`config.mk`:
```
export PLATFORM = sky130hd
export DESIGN_NAME = pt_walker
export DESIGN_NICKNAME = d
export VERILOG_FILES = /design/src/rtl/pt_walk_pkg.sv /design/src/rtl/pt_entry_addr.sv /design/src/rtl/pt_entry_decode.sv /design/src/rtl/pt_walker.sv
export SDC_FILE = /design/constraint.sdc
export NUM_CORES = 1
export LEC_CHECK = 0
export ABC_AREA = 1
export BUFFER_PORTS_ARGS = -buffer_cell sky130_fd_sc_hd__buf_2
export CAP_MARGIN = 20
export CORE_MARGIN = 5
export CORE_UTILIZATION = 50
export CTS_CLUSTER_DIAMETER = 80
export DETAILED_ROUTE_END_ITERATION = 10
export PLACE_DENSITY = 0.8
export RECOVER_POWER = 50
export SYNTH_ARGS = -nofsm -noshare
export SYNTH_HDL_FRONTEND = slang
export SYNTH_SLANG_ARGS = --single-unit
```
`constraint.sdc`:
```
create_clock -name clk -period 2.6 [get_ports clk]
set_clock_uncertainty 0.15 [all_clocks]
set_input_delay 0.26 -clock clk [delete_from_list [all_inputs] [get_ports clk]]
set_output_delay 0.26 -clock clk [all_outputs]
set_load 0.02 [all_outputs]
```
`src/rtl/pt_walk_pkg.sv`:
```
package pt_walk_pkg;

  typedef enum logic [2:0] {
    WS_IDLE,
    WS_L1,
    WS_L2,
    WS_DONE,
    WS_FAULT
  } walk_state_t;

  // bit position of the present flag inside a table entry
  localparam int PTE_VALID_BIT = 0;
  // lowest bit of the permission/status field
  localparam int PTE_FLAG_LSB  = 1;

endpackage

```
`src/rtl/pt_entry_addr.sv`:
```
module pt_entry_addr #(
  parameter int ADDR_W      = 32,
  parameter int IDX_W       = 10,
  parameter int ENTRY_BYTES = 4
) (
  input  logic [ADDR_W-1:0] tbl_base,
  input  logic [IDX_W-1:0]  tbl_idx,
  output logic [ADDR_W-1:0] entry_addr
);

  localparam int SHIFT = $clog2(ENTRY_BYTES);

  assign entry_addr = tbl_base + (ADDR_W'(tbl_idx) << SHIFT);

endmodule

```
`src/rtl/pt_entry_decode.sv`:
```
module pt_entry_decode
  import pt_walk_pkg::*;
#(
  parameter int PTE_W      = 32,
  parameter int ADDR_W     = 32,
  parameter int PAGE_SHIFT = 12,
  parameter int FLAG_W     = 5
) (
  input  logic [PTE_W-1:0]            entry,
  output logic                        present,
  output logic [ADDR_W-1:0]           next_base,
  output logic [PTE_W-PAGE_SHIFT-1:0] frame,
  output logic [FLAG_W-1:0]           flags
);

  logic rsvd_unused;

  assign present     = entry[PTE_VALID_BIT];
  assign frame       = entry[PTE_W-1:PAGE_SHIFT];
  assign next_base   = ADDR_W'({entry[PTE_W-1:PAGE_SHIFT], {PAGE_SHIFT{1'b0}}});
  assign flags       = entry[PTE_FLAG_LSB +: FLAG_W];
  assign rsvd_unused = ^entry[PAGE_SHIFT-1:PTE_FLAG_LSB+FLAG_W];

endmodule

```
`src/rtl/pt_walker.sv`:
```
module pt_walker
  import pt_walk_pkg::*;
#(
  parameter int VPN_W      = 20,
  parameter int HI_W       = 10,
  parameter int PAGE_SHIFT = 12,
  parameter int PTE_W      = 32,
  parameter int ADDR_W     = 32,
  parameter int FLAG_W     = 5
) (
  input  logic                        clk,
  input  logic                        rst,
  input  logic                        walk_valid,
  input  logic [VPN_W-1:0]            walk_vpn,
  input  logic [ADDR_W-1:0]           walk_root,
  output logic                        walk_ready,
  output logic                        mem_req,
  output logic [ADDR_W-1:0]           mem_addr,
  input  logic                        mem_ack,
  input  logic [PTE_W-1:0]            mem_rdata,
  output logic                        res_valid,
  output logic                        res_fault,
  output logic                        res_level,
  output logic [PTE_W-PAGE_SHIFT-1:0] res_frame,
  output logic [FLAG_W-1:0]           res_flags
);

  localparam int LO_W        = VPN_W - HI_W;
  localparam int FRAME_W     = PTE_W - PAGE_SHIFT;
  localparam int ENTRY_BYTES = PTE_W / 8;

  walk_state_t         state;
  logic [LO_W-1:0]     lo_idx_q;
  logic [ADDR_W-1:0]   l1_addr;
  logic [ADDR_W-1:0]   l2_addr;
  logic                ent_present;
  logic [ADDR_W-1:0]   ent_base;
  logic [FRAME_W-1:0]  ent_frame;
  logic [FLAG_W-1:0]   ent_flags;

  // root table entry address, formed straight from the request
  pt_entry_addr #(
    .ADDR_W(ADDR_W), .IDX_W(HI_W), .ENTRY_BYTES(ENTRY_BYTES)
  ) u_l1_addr (
    .tbl_base  (walk_root),
    .tbl_idx   (walk_vpn[VPN_W-1:LO_W]),
    .entry_addr(l1_addr)
  );

  // second-level entry address, from the returned root entry
  pt_entry_addr #(
    .ADDR_W(ADDR_W), .IDX_W(LO_W), .ENTRY_BYTES(ENTRY_BYTES)
  ) u_l2_addr (
    .tbl_base  (ent_base),
    .tbl_idx   (lo_idx_q),
    .entry_addr(l2_addr)
  );

  pt_entry_decode #(
    .PTE_W(PTE_W), .ADDR_W(ADDR_W), .PAGE_SHIFT(PAGE_SHIFT), .FLAG_W(FLAG_W)
  ) u_decode (
    .entry    (mem_rdata),
    .present  (ent_present),
    .next_base(ent_base),
    .frame    (ent_frame),
    .flags    (ent_flags)
  );

  assign walk_ready = (state == WS_IDLE);

  always_ff @(posedge clk) begin
    if (rst) begin
      state     <= WS_IDLE;
      lo_idx_q  <= '0;
      mem_req   <= 1'b0;
      mem_addr  <= '0;
      res_valid <= 1'b0;
      res_fault <= 1'b0;
      res_level <= 1'b0;
      res_frame <= '0;
      res_flags <= '0;
    end else begin
      case (state)
        WS_IDLE: begin
          res_valid <= 1'b0;
          if (walk_valid) begin
            lo_idx_q <= walk_vpn[LO_W-1:0];
            mem_addr <= l1_addr;
            mem_req  <= 1'b1;
            state    <= WS_L1;
          end
        end
        WS_L1: begin
          if (mem_ack) begin
            if (!ent_present) begin
              mem_req   <= 1'b0;
              res_valid <= 1'b1;
              res_fault <= 1'b1;
              res_level <= 1'b0;
              res_frame <= '0;
              res_flags <= '0;
              state     <= WS_FAULT;
            end else begin
              mem_addr <= l2_addr;
              state    <= WS_L2;
            end
          end
        end
        WS_L2: begin
          if (mem_ack) begin
            mem_req   <= 1'b0;
            res_valid <= 1'b1;
            res_level <= 1'b1;
            if (!ent_present) begin
              res_fault <= 1'b1;
              res_frame <= '0;
              res_flags <= '0;
              state     <= WS_FAULT;
            end else begin
              res_fault <= 1'b0;
              res_frame <= ent_frame;
              res_flags <= ent_flags;
              state     <= WS_DONE;
            end
          end
        end
        WS_DONE, WS_FAULT: begin
          res_valid <= 1'b0;
          state     <= WS_IDLE;
        end
        default: state <= WS_IDLE;
      endcase
    end
  end


  req_hold_chk: assert property (@(posedge clk) disable iff (rst)
    (mem_req && !mem_ack) |=> (mem_req && $stable(mem_addr)));


  l1_fault_chk: assert property (@(posedge clk) disable iff (rst)
    (state == WS_L1 && mem_ack && !mem_rdata[PTE_VALID_BIT])
      |=> (res_valid && res_fault && !res_level && !mem_req));


  l2_fault_chk: assert property (@(posedge clk) disable iff (rst)
    (state == WS_L2 && mem_ack && !mem_rdata[PTE_VALID_BIT])
      |=> (res_valid && res_fault && res_level && !mem_req));


  res_pulse_chk: assert property (@(posedge clk) disable iff (rst)
    res_valid |=> !res_valid);


  issue_chk: assert property (@(posedge clk) disable iff (rst)
    (walk_valid && walk_ready) |=> (mem_req && !walk_ready));


  busy_chk: assert property (@(posedge clk) disable iff (rst)
    (res_valid) |-> (!walk_ready && !mem_req));

endmodule

```
==> results of run 1 <==
cells by family (layout without fill, tap and decap cells):
kind of cell,after synthesis,after routing,share of synthesized area [%]
AOI/OAI and AO/OA,134,134,16.4
DFF,74,74,35.1
buffers and inverters,84,220,7.98
and+or+nand+nor,342,342,36.3
xor gates and xnor gates,4,4,0.830
adders and majority gates,11,11,3.44
cell usage after synthesis:
library cell  number  area [um2]
a21o_1             2        15.0
fa_1               1        20.0
buf_2              8        40.0
nand2_1          173         649
nand2_4            1        11.3
o21ai_0           26         130
nor2_1            57         214
nand3_4            1        17.5
o21bai_1           1        7.51
and2_1             2        12.5
a31oi_1            5        31.3
nand3_2           10         100
clkbuf_1          20        75.1
a211oi_1           2        15.0
nand3b_1           5        37.5
clkinv_1           1        3.75
a21oi_1           94         470
dfxtp_1           74        1480
nor3_1             4        20.0
buf_6              1        11.3
nand4_1            6        37.5
buf_4              1        7.51
inv_1             50         188
or2_2              3        18.8
ha_1              10         125
nor3_4             1        16.3
a21boi_0           1        7.51
xor2_1             4        35.0
nand3_1           79         395
o21ai_1            3        15.0
inv_2              3        11.3
layer usage:
| metal | GRT usage (%) | part of all wire (%) | up-vias | wire, um |
|---|---|---|---|---|
| li1 | - | - | 2411 | - |
| met1 | 30.7 | 40 | 2208 | 5210 |
| met2 | 40.2 | 47 | 247 | 6050 |
| met3 | 6.76 | 11 | 25 | 1350 |
| met4 | 6.76 | 2.0 | 0 | 257 |
| met5 | 0 | 0 | - | 0 |
power breakdown:
group          switching (mW)  total (mW)  internal [mW]  leakage, nW
Clock                   0.435       0.979          0.544        0.107
Combinational            1.48        2.08          0.598         1.59
Sequential              0.185        1.62           1.43        0.605
Total                    2.10        4.68           2.57         2.31
stage by stage:
stage          hold slack, ns  util (%)  setup WS [ns]
2_1_floorplan           0.253         -          0.676
3_3_place_gp            0.299      60.7          0.348
3_5_place_dp            0.301      60.7          0.296
4_1_cts                0.0105      63.3          0.306
5_1_grt               0.00902      62.4         0.0903
6_report               0.0212      62.4          0.317
flip-flops by register name, indices dropped and copies added (netlist names):
name and count:
mem_req 1, res_valid 1, res_fault 1, state 3, res_level 1, res_frame 20
mem_addr 32, res_flags 5, lo_idx_q 10
worst min path at each step:
stage,to,start,slack (ns)
finish,res_flags[4],mem_rdata[5],0.02
global route,lo_idx_q[8],walk_vpn[8],0.009
CTS,res_flags[4],mem_rdata[5],0.01
detailed placement,mem_req,mem_req,0.30
global placement,mem_addr[25],mem_addr[25],0.30
floorplan,res_flags[4],mem_rdata[5],0.25
layout make-up:
cell class,instances,area (um2)
Timing Repair Buffer,150,692
Sequential cell,74,1480
Clock buffer,10,128
Fill cell,825,3090
Inverter,54,203
Multi-Input combinational cell,491,2400
Clock inverter,6,90.1
Tap cell,105,131
worst min-delay path: cells and delay by family:
kind	cells	cell delay, ns
AND/OR/NAND/NOR	1	0.06
AO/OA/AOI/OAI	1	0.05
buffers and inverters	1	0.11
==> run summary, run 1 <==
result of the run -> complete, no violations
end of the critical path -> res_frame[8]
CTS Root Cell -> clkbuf_8
Vias per Instance -> 5.50
Residual DRC -> 0
CP Max Fanout -> 29
area growth from synthesis to final layout -> 21.5%
total of hold buffers inserted after clock tree synthesis -> 0
Post-CTS Repair Setup Buffers -> 0
global-route wire length before repair -> 20.1 mm
latest clock arrival within the worst-skew pair -> 0.35 ns
required time of the critical path -> 2.73 ns
Crit. End Element -> register
htree depth -> 3
leading cell types in the layout, fill and taps excluded -> nand2_1, a21oi_1, buf_2, nand3_1, dfxtp_1
Die Span Y -> 102 um
length of the first detailed-routing pass in iterations -> 7
total routed wirelength -> 12.9 mm
worst reg2reg startpoint -> state[1]
Tightest Pin Transition -> 0.833 ns
class of the most critical setup path -> register to register
maximum clock insertion buffer count -> 2
post-layout total power -> 4.68 mW
pin count of the biggest net entering global routing -> 54
destination of the worst register-to-register timing path -> res_frame[8]
average wire length per cell after detail routing -> 14.5 um
post-detailed-route count of antenna-violating nets -> 0
fraction of the cycle the final worst path needs -> 87.8%
source of the critical timing path -> state[1]
most common cell after layout, fill and taps aside -> nand2_1
clock-pin slew on the worst setup and hold paths -> 0.08 ns
post-layout instance area -> 5130 um2
vias in the first global route -> 4344
final critical-path required period -> 2.28 ns
Cells on Worst Hold Path -> 3
total buffers and inverters traversed by the critical path -> 3
logic depth of the worst path, buffers included -> 8
startpoint kind of the worst setup timing path -> register
port bufs -> 143
final setup fails -> 0
total number of vias -> 4891
HPWL after DPL -> 9.89 mm
Post-Route Setup TNS -> 0 ns
Netlist cell types -> 31
clock tree from TritonCTS -> built
# Max-Cap Violations -> 0
Site Rows -> 33
number of cells produced by synthesis -> 649
unrepaired setup endpoints after global routing -> no
total placed instance area -> 4990 um2
minimum setup slack among reg-to-reg paths -> 0.32 ns
#FFs+latches synth -> 74
Horiz. Die Dim -> 102 um
number of sinks driven by the clock tree -> 74
first-iteration detailed-routing DRC count -> 321
number of placed I/O pins -> 150
number of buffers created by CTS -> 9
syn nets -> 748
CP most frequent cell -> inv_2
overall overflow remaining after global route -> 0
number of slew-limit violations in the final report -> 0
Net count, final -> 879
cells on worst reg2reg path -> 8
Floorplan Core Area -> 8220 um2
delay of the slowest cell on the worst path -> 0.54 ns
antenna diode instance count -> 0
final std cells w/o fill -> 890
tightest slew margin relative to the limit -> 44.1%
post_cts resized -> 0
fmax -> 0.438 GHz
total routing resource utilization after global routing -> 24.1%
sequential element share of the synthesized area -> 35.1%
slowest stage cell, crit path -> inv_2
Hold WC Path Type -> input port to register
hold violation total from the final report -> 0
combined area of all synthesized cells -> 4220 um2
worst IR drop on VDD -> 0.834 mV
Power Density -> 913 nW/um2
Top Family by Delay on Critical Path -> buffers and inverters
average instance area after synthesis -> 6.50 um2
antenna violations before repair -> 0
share of post-route cells with drive strength above 1 -> 15.7%
signal arrival time at the worst endpoint -> 2.41 ns
die area -> 10400 um2
crit-path cells -> nor3_4 > buf_4 > inv_2 > nand2_4 > nand3_4 > inv_2 > nand3_1 > a21oi_1
total instance count after detailed placement -> 874
leakage -> 2.31 nW
Ys Warns -> 0
initial core utilization -> 51.4%
Placer Congestion -> 0.945
(Power assumes the default switching activity.)
==> run 2, diff against run 1 <==
Settings changed: CORE_UTILIZATION 50 to 35, PLACE_DENSITY 0.8 to default.
==> run summary, run 2 (synthesis results as in run 1) <==
Crit. End Element -> register
number of fillers in the final layout -> 1308
crit-path cells -> nor2_1 > nand2_1 > nand2_4 > nand3_4 > inv_2 > nand3_1 > a21oi_1
initial core utilization -> 35.4%
antenna diode instance count -> 0
Most flops, register -> mem_addr
htree depth -> 3
cells on worst reg2reg path -> 7
clock share of power -> 24.8%
result of the run -> complete, no violations
grt peak-use layer -> met2
total routing resource utilization after global routing -> 19.0%
post_cts resized -> 0
worst IR drop on VDD -> 0.532 mV
number of flip-flops under the largest register name -> 32
final setup fails -> 0
leakage -> 2.33 nW
start point of the worst min-delay path -> mem_rdata[5]
startpoint kind of the worst setup timing path -> register
CP Max Fanout -> 29
Internal Pwr Total -> 2.78 mW
routing usage on met1 -> 24.7%
pin count of the biggest net entering global routing -> 54
signal arrival time at the worst endpoint -> 2.28 ns
CTS Root Cell -> clkbuf_16
Post-Route Setup TNS -> 0 ns
Horiz. Die Dim -> 120 um
Tightest Pin Transition -> 0.910 ns
clock-pin slew on the worst setup and hold paths -> 0.06 ns
slowest stage cell, crit path -> inv_2
global-route wire length before repair -> 22.1 mm
average wire length per cell after detail routing -> 14.9 um
Flop pwr share -> 33.0%
met2 global-route usage -> 31.3%
latest clock arrival within the worst-skew pair -> 0.33 ns
area of all sequential standard cells -> 1480 um2
unrepaired setup endpoints after global routing -> no
class of the most critical setup path -> register to register
fmax -> 0.460 GHz
Die Span Y -> 120 um
# Max-Cap Violations -> 0
Placer Congestion -> 0.885
port bufs -> 143
total routed wirelength -> 13.9 mm
Net count, final -> 878
total number of vias -> 4790
share of post-route cells with drive strength above 1 -> 15.5%
hold violation total from the final report -> 0
vias in the first global route -> 4517
length of the first detailed-routing pass in iterations -> 5
Power Density -> 939 nW/um2
hold endpoint -> res_flags[4]
Hold WC Path Type -> input port to register
clock tree from TritonCTS -> built
number of placed I/O pins -> 150
number of buffers created by CTS -> 9
HPWL after DPL -> 10.6 mm
die area -> 14400 um2
overall overflow remaining after global route -> 0
first-iteration detailed-routing DRC count -> 291
worst reg2reg startpoint -> state[2]
number of slew-limit violations in the final report -> 0
Residual DRC -> 0
GR Layer Usage met3 -> 5.37%
Cells on Worst Hold Path -> 3
tightest slew margin relative to the limit -> 38.9%
Floorplan Core Area -> 11900 um2
fraction of the cycle the final worst path needs -> 83.7%
most common cell after layout, fill and taps aside -> nand2_1
destination of the worst register-to-register timing path -> res_frame[7]
minimum setup slack among reg-to-reg paths -> 0.42 ns
total placed instance area -> 5030 um2
final critical-path required period -> 2.18 ns
Site Rows -> 40
area taken by multi-input logic gates -> 2400 um2
post-detailed-route count of antenna-violating nets -> 0
biggest registers after layout -> mem_addr (32), res_frame (20), lo_idx_q (10)
leading cell types in the layout, fill and taps excluded -> nand2_1, a21oi_1, buf_2, nand3_1, dfxtp_1
Logic pwr share -> 42.2%
delay of the slowest cell on the worst path -> 0.56 ns
net load switching power -> 2.15 mW
required time of the critical path -> 2.70 ns
Vias per Instance -> 5.15
number of sinks driven by the clock tree -> 74
switching share of total power -> 43.6%
maximum clock insertion buffer count -> 2
Post-CTS Repair Setup Buffers -> 0
area growth from synthesis to final layout -> 24.3%
total of hold buffers inserted after clock tree synthesis -> 0
antenna violations before repair -> 0
post-layout instance area -> 5250 um2
[run 2: layout make-up]
class | count | area share, %
multi-input cells | 491 | 45.8
clock buffers | 10 | 4.56
clock inverters | 5 | 1.05
well taps | 147 | 3.51
repair buffers | 149 | 13.0
flip-flops and latches | 74 | 28.2
inverters | 54 | 3.86
[run 2: per-layer routing]
metal / wire length, um / up-vias
met5: 0 / -
met4: 166 / 0
met3: 943 / 13
met2: 6510 / 157
met1: 6280 / 2204
li1: - / 2416
[run 2: power groups by stage]
stage | Sequential, mW | Clock [mW] | Combinational (mW)
6_report | 1.62 | 1.22 | 2.08
4_1_cts | 1.61 | 1.24 | 2.19
2_1_floorplan | 1.90 | 0 | 1.18
3_5_place_dp | 1.63 | 0 | 2.18
5_1_grt | 1.66 | 1.29 | 2.32
3_3_place_gp | 1.63 | 0 | 2.15
[run 2: how the worst max path moves through the flow]
| stage | to | depth (start not counted) | start |
|---|---|---|---|
| 5_1_grt | res_frame[7] | 7 | state[2] |
| 3_3_place_gp | mem_addr[18] | 12 | walk_vpn[10] |
| 2_1_floorplan | mem_addr[22] | 11 | walk_vpn[10] |
| 6_report | res_frame[7] | 7 | state[2] |
| 3_5_place_dp | mem_addr[22] | 12 | walk_vpn[10] |
| 4_1_cts | res_frame[7] | 7 | state[2] |
[run 2: critical path: cells and delay by family, from the launching register on]
| kind | cells | cell delay [ns] |
|---|---|---|
| AO/OA/AOI/OAI | 1 | 0.17 |
| buffers and inverters | 1 | 0.56 |
| flip-flops | 1 | 0.35 |
| AND/OR/NAND/NOR | 5 | 0.84 |
[run 2: through the flow]
stage	hold slack, ns	power (mW)	setup slack (ns)	cells	utilization (%)
5_1_grt	0.0306	5.27	0.225	930	44.0
3_5_place_dp	0.303	3.81	0.266	915	42.2
6_report	0.0334	4.93	0.425	930	44.0
4_1_cts	0.0266	5.04	0.410	930	44.7
3_3_place_gp	0.299	3.78	0.326	915	42.2
2_1_floorplan	0.253	3.09	0.676	649	-
